--- config.mk ---
export PLATFORM = sky130hd
export DESIGN_NAME = mlr_ctrl
export DESIGN_NICKNAME = d
export VERILOG_FILES = /design/src/rtl/mlr_pkg.sv /design/src/rtl/mlr_decode.sv /design/src/rtl/mlr_phase.sv /design/src/rtl/mlr_lane_map.sv /design/src/rtl/mlr_ctrl.sv
export SDC_FILE = /design/constraint.sdc
export NUM_CORES = 1
export LEC_CHECK = 0
export BUFFER_PORTS_ARGS = -buffer_cell sky130_fd_sc_hd__buf_2
export CAP_MARGIN = 20
export CORE_MARGIN = 2
export CORE_UTILIZATION = 41
export DETAILED_ROUTE_END_ITERATION = 8
export GPL_TIMING_DRIVEN = 0
export PLACE_DENSITY = 0.8
export SLEW_MARGIN = 25
export SYNTH_ARGS = -nofsm -noshare
export SYNTH_HDL_FRONTEND = slang
export SYNTH_SLANG_ARGS = --single-unit
export TNS_END_PERCENT = 30
--- constraint.sdc ---
create_clock -name clk -period 2.19 [get_ports clk]
set_input_delay 0.1095 -clock clk [delete_from_list [all_inputs] [get_ports clk]]
set_output_delay 0.1095 -clock clk [all_outputs]
set_load 0.02 [all_outputs]
--- src/rtl/mlr_pkg.sv ---
package mlr_pkg;
  typedef enum logic [2:0] {
    RM_NONE     = 3'd0,
    RM_DUAL_OUT = 3'd1,
    RM_DUAL_IO  = 3'd2,
    RM_QUAD_OUT = 3'd3,
    RM_QUAD_IO  = 3'd4
  } rd_mode_e;

  typedef enum logic [1:0] {
    PH_IDLE  = 2'd0,
    PH_ADDR  = 2'd1,
    PH_DUMMY = 2'd2,
    PH_DATA  = 2'd3
  } phase_e;

  function automatic logic is_quad(input rd_mode_e m);
    return (m == RM_QUAD_OUT) || (m == RM_QUAD_IO);
  endfunction
endpackage

--- src/rtl/mlr_decode.sv ---
module mlr_decode
  import mlr_pkg::*;
(
  input  logic [7:0] opcode,
  input  logic       qe_bit,
  output rd_mode_e   mode,
  output logic       reject
);
  rd_mode_e raw;

  always_comb begin
    unique case (opcode)
      8'h3B:               raw = RM_DUAL_OUT;
      8'hBB:               raw = RM_DUAL_IO;
      8'h6B:               raw = RM_QUAD_OUT;
      8'hEB, 8'hE7, 8'hE3: raw = RM_QUAD_IO;
      default:             raw = RM_NONE;
    endcase
  end

  always_comb begin
    reject = is_quad(raw) && !qe_bit;
    mode   = reject ? RM_NONE : raw;
  end
endmodule

--- src/rtl/mlr_phase.sv ---
module mlr_phase
  import mlr_pkg::*;
#(
  parameter int ADDR_BITS   = 24,
  parameter int CNT_W       = 7,
  parameter int DUMMY_LONG  = 8,
  parameter int DUMMY_SHORT = 4
) (
  input  rd_mode_e         mode,
  input  logic [CNT_W-1:0] cnt,
  output phase_e           phase,
  output logic [1:0]       d_idx
);
  localparam logic [CNT_W-1:0] A1 = CNT_W'(ADDR_BITS);
  localparam logic [CNT_W-1:0] A2 = CNT_W'(ADDR_BITS / 2);
  localparam logic [CNT_W-1:0] A4 = CNT_W'(ADDR_BITS / 4);
  localparam logic [CNT_W-1:0] DL = CNT_W'(DUMMY_LONG);
  localparam logic [CNT_W-1:0] DS = CNT_W'(DUMMY_SHORT);

  logic [CNT_W-1:0] a_end;
  logic [CNT_W-1:0] d_start;

  always_comb begin
    unique case (mode)
      RM_DUAL_OUT, RM_QUAD_OUT: begin a_end = A1; d_start = A1 + DL; end
      RM_DUAL_IO:               begin a_end = A2; d_start = A2 + DS; end
      RM_QUAD_IO:               begin a_end = A4; d_start = A4 + DS; end
      default:                  begin a_end = '0; d_start = '0; end
    endcase
  end

  always_comb begin
    if (mode == RM_NONE)     phase = PH_IDLE;
    else if (cnt < a_end)    phase = PH_ADDR;
    else if (cnt < d_start)  phase = PH_DUMMY;
    else                     phase = PH_DATA;
    d_idx = cnt[1:0] - d_start[1:0];
  end
endmodule

--- src/rtl/mlr_lane_map.sv ---
module mlr_lane_map
  import mlr_pkg::*;
(
  input  logic       clk,
  input  logic       rst_n,
  input  logic       cs_n,
  input  rd_mode_e   mode,
  input  phase_e     phase,
  input  logic [1:0] d_idx,
  input  logic [7:0] tx_byte,
  input  logic [3:0] io_in,
  output logic [3:0] io_out,
  output logic [3:0] io_oe,
  output logic [3:0] rx_bits,
  output logic [2:0] lane_cnt
);
  logic drive;

  always_comb begin
    if (phase == PH_DATA)
      lane_cnt = is_quad(mode) ? 3'd4 : 3'd2;
    else if (mode == RM_QUAD_IO)
      lane_cnt = 3'd4;
    else if (mode == RM_DUAL_IO)
      lane_cnt = 3'd2;
    else
      lane_cnt = 3'd1;
    drive = !cs_n && (phase == PH_DATA);
  end

  for (genvar i = 0; i < 4; i++) begin : g_pin
    assign io_oe[i]   = drive && (3'(i) < lane_cnt);
    assign rx_bits[i] = io_in[i] && (3'(i) < lane_cnt);
  end

  always_comb begin
    io_out = 4'h0;
    if (drive) begin
      if (lane_cnt == 3'd4)
        io_out = d_idx[0] ? tx_byte[3:0] : tx_byte[7:4];
      else
        unique case (d_idx)
          2'd0: io_out = {2'b00, tx_byte[7:6]};
          2'd1: io_out = {2'b00, tx_byte[5:4]};
          2'd2: io_out = {2'b00, tx_byte[3:2]};
          default: io_out = {2'b00, tx_byte[1:0]};
        endcase
    end
  end


  oe_only_data_chk: assert property (@(posedge clk) disable iff (!rst_n)
    (io_oe != 4'h0) |-> (phase == PH_DATA));

  oe_shape_chk: assert property (@(posedge clk) disable iff (!rst_n)
    (io_oe == 4'h0) || (io_oe == 4'h3) || (io_oe == 4'hF));

  idle_pins_low_chk: assert property (@(posedge clk) disable iff (!rst_n)
    (io_oe == 4'h0) |-> (io_out == 4'h0));
endmodule

--- src/rtl/mlr_ctrl.sv ---
module mlr_ctrl
  import mlr_pkg::*;
#(
  parameter int ADDR_BITS   = 24,
  parameter int CNT_W       = 7,
  parameter int DUMMY_LONG  = 8,
  parameter int DUMMY_SHORT = 4
) (
  input  logic             clk,
  input  logic             rst_n,
  input  logic             cs_n,
  input  logic             opc_valid,
  input  logic [7:0]       opcode,
  input  logic             qe_bit,
  input  logic [CNT_W-1:0] phase_cnt,
  input  logic [7:0]       tx_byte,
  input  logic [3:0]       io_in,
  output logic [3:0]       io_out,
  output logic [3:0]       io_oe,
  output logic [3:0]       rx_bits,
  output logic [2:0]       lane_cnt,
  output logic [1:0]       phase_o,
  output logic [2:0]       mode_o,
  output logic             hold_dis,
  output logic             bad_cmd
);
  rd_mode_e dec_mode, mode_q, mode_d;
  logic     dec_rej, rej_q, rej_d;
  phase_e   phase;
  logic [1:0] d_idx;

  mlr_decode u_dec (.opcode(opcode), .qe_bit(qe_bit), .mode(dec_mode), .reject(dec_rej));

  always_comb begin
    mode_d = mode_q;
    rej_d  = rej_q;
    if (cs_n) begin
      mode_d = RM_NONE;
      rej_d  = 1'b0;
    end else if (opc_valid) begin
      mode_d = dec_mode;
      rej_d  = rej_q | dec_rej;
    end
  end

  always_ff @(posedge clk or negedge rst_n) begin
    if (!rst_n) begin
      mode_q <= RM_NONE;
      rej_q  <= 1'b0;
    end else begin
      mode_q <= mode_d;
      rej_q  <= rej_d;
    end
  end

  mlr_phase #(.ADDR_BITS(ADDR_BITS), .CNT_W(CNT_W), .DUMMY_LONG(DUMMY_LONG),
              .DUMMY_SHORT(DUMMY_SHORT))
    u_ph (.mode(mode_q), .cnt(phase_cnt), .phase(phase), .d_idx(d_idx));

  mlr_lane_map u_map (
    .clk(clk), .rst_n(rst_n), .cs_n(cs_n), .mode(mode_q), .phase(phase),
    .d_idx(d_idx), .tx_byte(tx_byte), .io_in(io_in), .io_out(io_out),
    .io_oe(io_oe), .rx_bits(rx_bits), .lane_cnt(lane_cnt)
  );

  assign phase_o  = phase;
  assign mode_o   = mode_q;
  assign hold_dis = !cs_n && is_quad(mode_q);
  assign bad_cmd  = rej_q;


  deselect_clears_chk: assert property (@(posedge clk) disable iff (!rst_n)
    cs_n |=> (mode_o == 3'd0) && !bad_cmd);

  quad_gate_chk: assert property (@(posedge clk) disable iff (!rst_n)
    (!cs_n && opc_valid && !qe_bit && (opcode == 8'hEB || opcode == 8'h6B))
      |=> bad_cmd && (mode_o == 3'd0));

  hold_quad_chk: assert property (@(posedge clk) disable iff (!rst_n)
    io_oe[3] |-> hold_dis);

  deselect_pins_chk: assert property (@(posedge clk) disable iff (!rst_n)
    cs_n |-> (io_oe == 4'h0));
endmodule

---- Word-level counts from Yosys, hierarchy flattened ----
Cells that the tools add are included.
storage, ports and cells
  bits in latches ......................... 0
  memory bits (read-only) ................. 0
  logic and storage cells ................. 65
  memories ................................ 0
  flip-flop bits (word level) ............. 4
  memory bits (writable) .................. 0
  input port bits ......................... 32
operators by class
  add/sub/neg operators ................... 1
  divide/modulo/power cells ............... 0
  shifts and indexed selects .............. 0
  bitwise operators ....................... 1
  reductions and logical operators ........ 20
  order comparisons ....................... 6
  muxes and demuxes ....................... 19
  equality and inequality tests ........... 16
  multipliers ............................. 0
operators by type and width
  cell                count
  $eq 8x8->1 const B  4
  $mux 3              6
  $pmux 6 s3          1
  $pmux 5 s3          1
  $mux 4              3
  $pmux 3 s4          1
  $logic_and 1x1->1   11
  $eq 3x2->1 const B  3
  $eq 3x3->1 const B  3
  $eq 8x6->1 const B  1
  $eq 8x7->1 const B  1
  $lt 7x5->1          1
  $lt 7x6->1          1
  $lt 1x3->1 const A  2
  $lt 2x3->1 const A  2
  $mux 2              3
  $pmux 2 s3          1
  $eq 2x2->1 const B  2
  $eq 3x1->1 const B  1
  $logic_not 3->1     1
  $mux 1              3
  $reduce_or 3->1     1
  $eq 2x1->1 const B  1
  $logic_not 1->1     2
  6 further kinds     7

---- Logic depth before layout (Yosys ltp) ----
  depth after elaboration ................. 12
  mapped depth ............................ 10

---- Modules after synthesis ----
Synthesis repeated with hierarchy kept, for this count alone.
second synthesis, totals
  cells, all modules ...................... 97
  area, all modules ....................... 777.0 µm²
by module, submodules not included
  module        area each (µm²)  cells each  instances
  mlr_lane_map  260.2            35          1
  mlr_phase     230.2            30          1
  mlr_ctrl      175.2            15          1
  mlr_decode    111.4            17          1

---- Least setup slack after synthesis ----
OpenSTA, ideal clock, no wires.
  path type ............................... register to output
  start point ............................. reg mode_q[0], in the netlist mode_o[0]
  end point ............................... out io_out[2]
  cell stages (with the launch flop) ...... 11
  path slack .............................. -570 ps
  buffers on the path ..................... 0
  data required time ...................... 2081 ps
  data arrival time ....................... 2651 ps
  path through ............................ dfrtp_1 nor2_1 nand2_2 inv_1 a21oi_1 ha_1 nor2b_2 o211ai_4 a21oi_4 nand2_4 nor4_1
RTL lines
  element                                          RTL line                                text
  start, declared                                  mlr_ctrl.sv:27                          rd_mode_e dec_mode, mode_q, mode_d;
  start signal, assigned                           mlr_ctrl.sv:51                          mode_q <= mode_d;
  $eq 3x2->1 / $eq 3x1->1 (equally long branches)  mlr_phase.sv:24                         unique case (mode)
  $reduce_or 2->1                                  mlr_phase.sv:24
  $pmux 5 s3                                       mlr_phase.sv:24
  $lt 7x5->1                                       mlr_phase.sv:34                         else if (cnt < a_end) phase = PH_ADDR;
  $mux 2                                           mlr_phase.sv:34
  $mux 2 *                                         mlr_phase.sv:33                         if (mode == RM_NONE) phase = PH_IDLE;
  via phase_o[1]                                   mlr_ctrl.sv:22                          output logic [1:0] phase_o,
  $eq 2x2->1 *                                     mlr_lane_map.sv:20, mlr_lane_map.sv:28
  $mux 3                                           mlr_lane_map.sv:20                      if (phase == PH_DATA)
  $eq 3x3->1                                       mlr_lane_map.sv:39                      if (lane_cnt == 3'd4)
  $mux 4                                           mlr_lane_map.sv:39
  $mux 4 *                                         mlr_lane_map.sv:38                      if (drive) begin
  end, declared                                    mlr_ctrl.sv:18                          output logic [3:0] io_out,
Mark *: on every way through the listed nets, which the timed path passes. The rest lies on a longest branch.

---- Worst setup path after layout ----
  start point ............................. reg mode_q[0], in the netlist mode_o[0]
  end point ............................... out rx_bits[2]
on the way
  cells in the longest elaborated chain, start to end .. 11
RTL lines
  element                                          RTL line                        text
  $eq 3x2->1 / $eq 3x1->1 (equally long branches)  mlr_pkg.sv:18, mlr_phase.sv:24
  $reduce_or 2->1                                  mlr_phase.sv:24
  $pmux 6 s3                                       mlr_phase.sv:24
  $lt 7x6->1                                       mlr_phase.sv:35                 else if (cnt < d_start) phase = PH_DUMMY;
  $mux 1                                           mlr_phase.sv:35
  $mux 2                                           mlr_phase.sv:34
  $mux 2                                           mlr_phase.sv:33
  $eq 2x2->1                                       mlr_lane_map.sv:20
  $mux 3 *                                         mlr_lane_map.sv:20
  $lt 2x3->1 *                                     mlr_lane_map.sv:33              assign rx_bits[i] = io_in[i] && (3'(i) < lane_cnt);
  $logic_and 1x1->1 *                              mlr_lane_map.sv:33
  end, declared                                    mlr_ctrl.sv:20                  output logic [3:0] rx_bits,
Mark *: on every way between the ends. The rest lies on a longest branch, timed or not.

==> metrics <==
status complete, but fails checks; violated checks setup timing; Avg Inst Size Synth 8.59 um^2; largest net degree at the start of global routing 11; post-DR vias/cell 5.36; Max Clock Skew 0 ns; Bufs and invs on worst path 3; Synth Area in Compound Gates 28.2%; DRT Pass-1 Iters 4; final wirelength around 2600 um; post-route worst setup slack -0.193 ns; CP Data Required Time 2.08 ns; Peak Freq about 420 MHz; Synth Warn # 0; layout cells sized above 1 63.9%; Clock Latency Late Sink 0.23 ns; Worst setup EP type output port; Hold EP mode_o[2]; P_leak 0.623 nW; minimum clock period 2.38 ns; endpoints failing setup 14; sequential share of the synthesized area 12.9%; slowest stage cell on the critical path dfrtp_2; RR Startpoint mode_o[1]; die height about 47 um; Layout area overhead 75.7%; Worst Hold Class in -> reg; Remaining Overflow, GRT 0; top post-synthesis cells by area dfrtp_1 (13%), ha_1 (11%), nor2_1 (7.8%), mux2i_1 (6.5%), mux4_2 (5.8%); synthesized area 773 um^2; Initial Util 44.3%; Sw Pwr 102 uW; Most common cell on crit path buf_4; Total Routing Usage GR 23.1%; Main synth FF type dfrtp_1; crit path max fanout 5; routed len/inst 14.0 um; DRT antenna net count 0; Post-Layout Inst Area between 0.001 and 0.0015 mm^2; EDFF count, synth 0; synthesis-stage register bit count 4; Clock power frac 33.3%; gp weighted congestion 0.708; Synth Area in Adders 11.3%; fillcell total 125; Layout Utilization a little under 80%; # diodes 0; GRT busiest layer met2; total core area 0.00175 mm^2; Crit Path Category reg -> out; row count 15; initial drt markers 5; fin. max-slew vios 0; Mapped Cells 90; M3 GR Usage under 10%; Worst-path clk slew approximately 0.050 ns; port bufs 51; Nets 198; most instantiated cells after synthesis nor2_1 (16), a21oi_1 (7), ha_1 (7); vias in the first global route 882; critical path data arrival time 2.27 ns; Synth cell types 34; DP Wirelength 1860 um; simple-gate share of the synthesized area 31.2%; routed vias 981; DP Area 0.00114 mm^2; DRC viols 0; Final Hold Viols 0; Num CTS Buffers 3; deepest clock path buffer count 2; dpl ws -0.145 ns; clock root cell clkbuf_4; Slew HR 57.8%; Yosys top cell by area dfrtp_1; post-synthesis mux area share between 10% and 20%; unrepaired setup endpoints after global routing true; worst reg2reg path depth 4; reg-to-reg slack, setup 1.03 ns; most frequent cell after synthesis nor2_1; CTS sink cnt 4; Power Internal 206 uW; XOR/XNOR share of the synthesized area 0%; die width 47.4 um; WHS Path Cells 3; crit share post-route 109%; io pins 54; top cell type's share of synthesized area about an eighth; switch share 33.1%; Post-synth ARST share 100%; max-cap viol count 0; PD cells 227 mW/mm^2; Worst Tran Pin Value 0.630 ns; Gate power share 42.5%; Flop pwr share 24.2%; H-tree levels 1; worst IR drop on VDD 0.395 mV; Post-Syn Nets 129; grt met1 use 26.5%; antenna violations before repair 0; Top delay family on crit path compound AO/OA/AOI/OAI gates; largest family of logic cells by synthesized area simple AND/OR/NAND/NOR gates; crit path cell chain buf_4 > nand2b_4 > ha_4 > a2111oi_4 > buf_4 > nand2_2 > a31oi_2 > nor2b_1 > buf_2; Worst setup SP type flip-flop; worst reg2reg path endpoint mode_o[1]; Crit path largest cell delay about 0.45 ns; hold path startpoint qe_bit; met2 track demand over resource 41.6%; full die area 0.00225 mm^2; CTS tree done; first-pass GRT wire length 3710 um
cells by family after synthesis:
logic type	after synthesis
compound gates	21
simple gates	43
fa+ha+maj	7
buf+inv	8
mux	7
flops	4
metal layers:
layer	share of wire, %	routed length (um)	vias up
met5	0	0	-
met1	39	1010	466
met3	5.0	127	6
met2	53	1370	39
li1	-	-	470
met4	2.1	55	0
how the worst max path moves through the flow:
stage | cells past startpoint | end | slack, ns | start
after global routing | 11 | io_out[0] | -0.27 | mode_o[0]
after floorplan | 10 | io_out[3] | -0.13 | mode_o[1]
after detailed placement | 11 | io_out[3] | -0.15 | mode_o[1]
after global placement | 11 | io_out[3] | -0.1 | mode_o[1]
after CTS | 11 | io_out[0] | -0.18 | mode_o[0]
final | 9 | rx_bits[2] | -0.19 | mode_o[0]
registers in the layout (all words and copies together), names as in the netlist:
signal and cells:
mode_o 3, bad_cmd 1
layout make-up:
cell class              count  area [um^2]  area share (%)
inverters                   5         18.8            1.38
clock buffers               4         26.3            1.93
well taps                  25         31.3            2.30
plain buffers               3         12.5           0.921
multi-input cells          79          798            58.7
repair buffers             63          368            27.1
flip-flops and latches      4          104            7.64
cell usage in the layout, fill, tap and decap left out, drive strengths merged:
| cell type | n |
|---|---|
| a2111oi | 3 |
| a21boi | 1 |
| a21oi | 8 |
| a22oi | 1 |
| a2bb2oi | 1 |
| a31oi | 2 |
| and2 | 1 |
| buf | 62 |
| clkbuf | 7 |
| dfrtp | 4 |
| dlygate4sd3 | 1 |
| ha | 7 |
| inv | 5 |
| mux2i | 5 |
| mux4 | 2 |
| nand2 | 6 |
| nand2b | 6 |
| nand4 | 3 |
| nor2 | 16 |
| nor2b | 4 |
| nor3 | 4 |
| nor4 | 3 |
| o211ai | 1 |
| o21ai | 4 |
| or2 | 1 |
through the flow:
stage	total power [mW]	cells	TNS, ns	hold slack [ns]
2_1_floorplan	0.143	90	-0.466	-0.186
3_3_place_gp	0.186	166	-0.220	-0.0857
3_5_place_dp	0.190	166	-0.445	-0.0836
4_1_cts	0.307	182	-1.69	0.168
5_1_grt	0.329	183	-3.10	0.182
6_report	0.308	183	-1.93	0.171
power groups by stage:
stage          Sequential, mW  Clock [mW]  Combinational, mW
3_3_place_gp           0.0758           0              0.110
4_1_cts                0.0746       0.106              0.126
6_report               0.0747       0.103              0.131
5_1_grt                0.0745       0.112              0.142
3_5_place_dp           0.0758           0              0.114
2_1_floorplan          0.0760           0             0.0674
tightest hold or removal path: cells and delay by family:
kind            cells  cell delay [ns]
buf+inv             1             0.11
compound gates      1             0.06
simple gates        1             0.08
what timing repair did:
| item | 4_1_cts | 5_1_grt |
|---|---|---|
| gates resized for setup | 16 | 5 |
| buffers inserted | 10 | 1 |
| hold endpoints to repair | 4 | 0 |
| cloned | 1 | 0 |
| setup endpoints to repair | 15 | 15 |
| hold buffers | 1 | 0 |
| pin swaps | 8 | 3 |
Note: power is estimated with default switching activity, not from simulation.
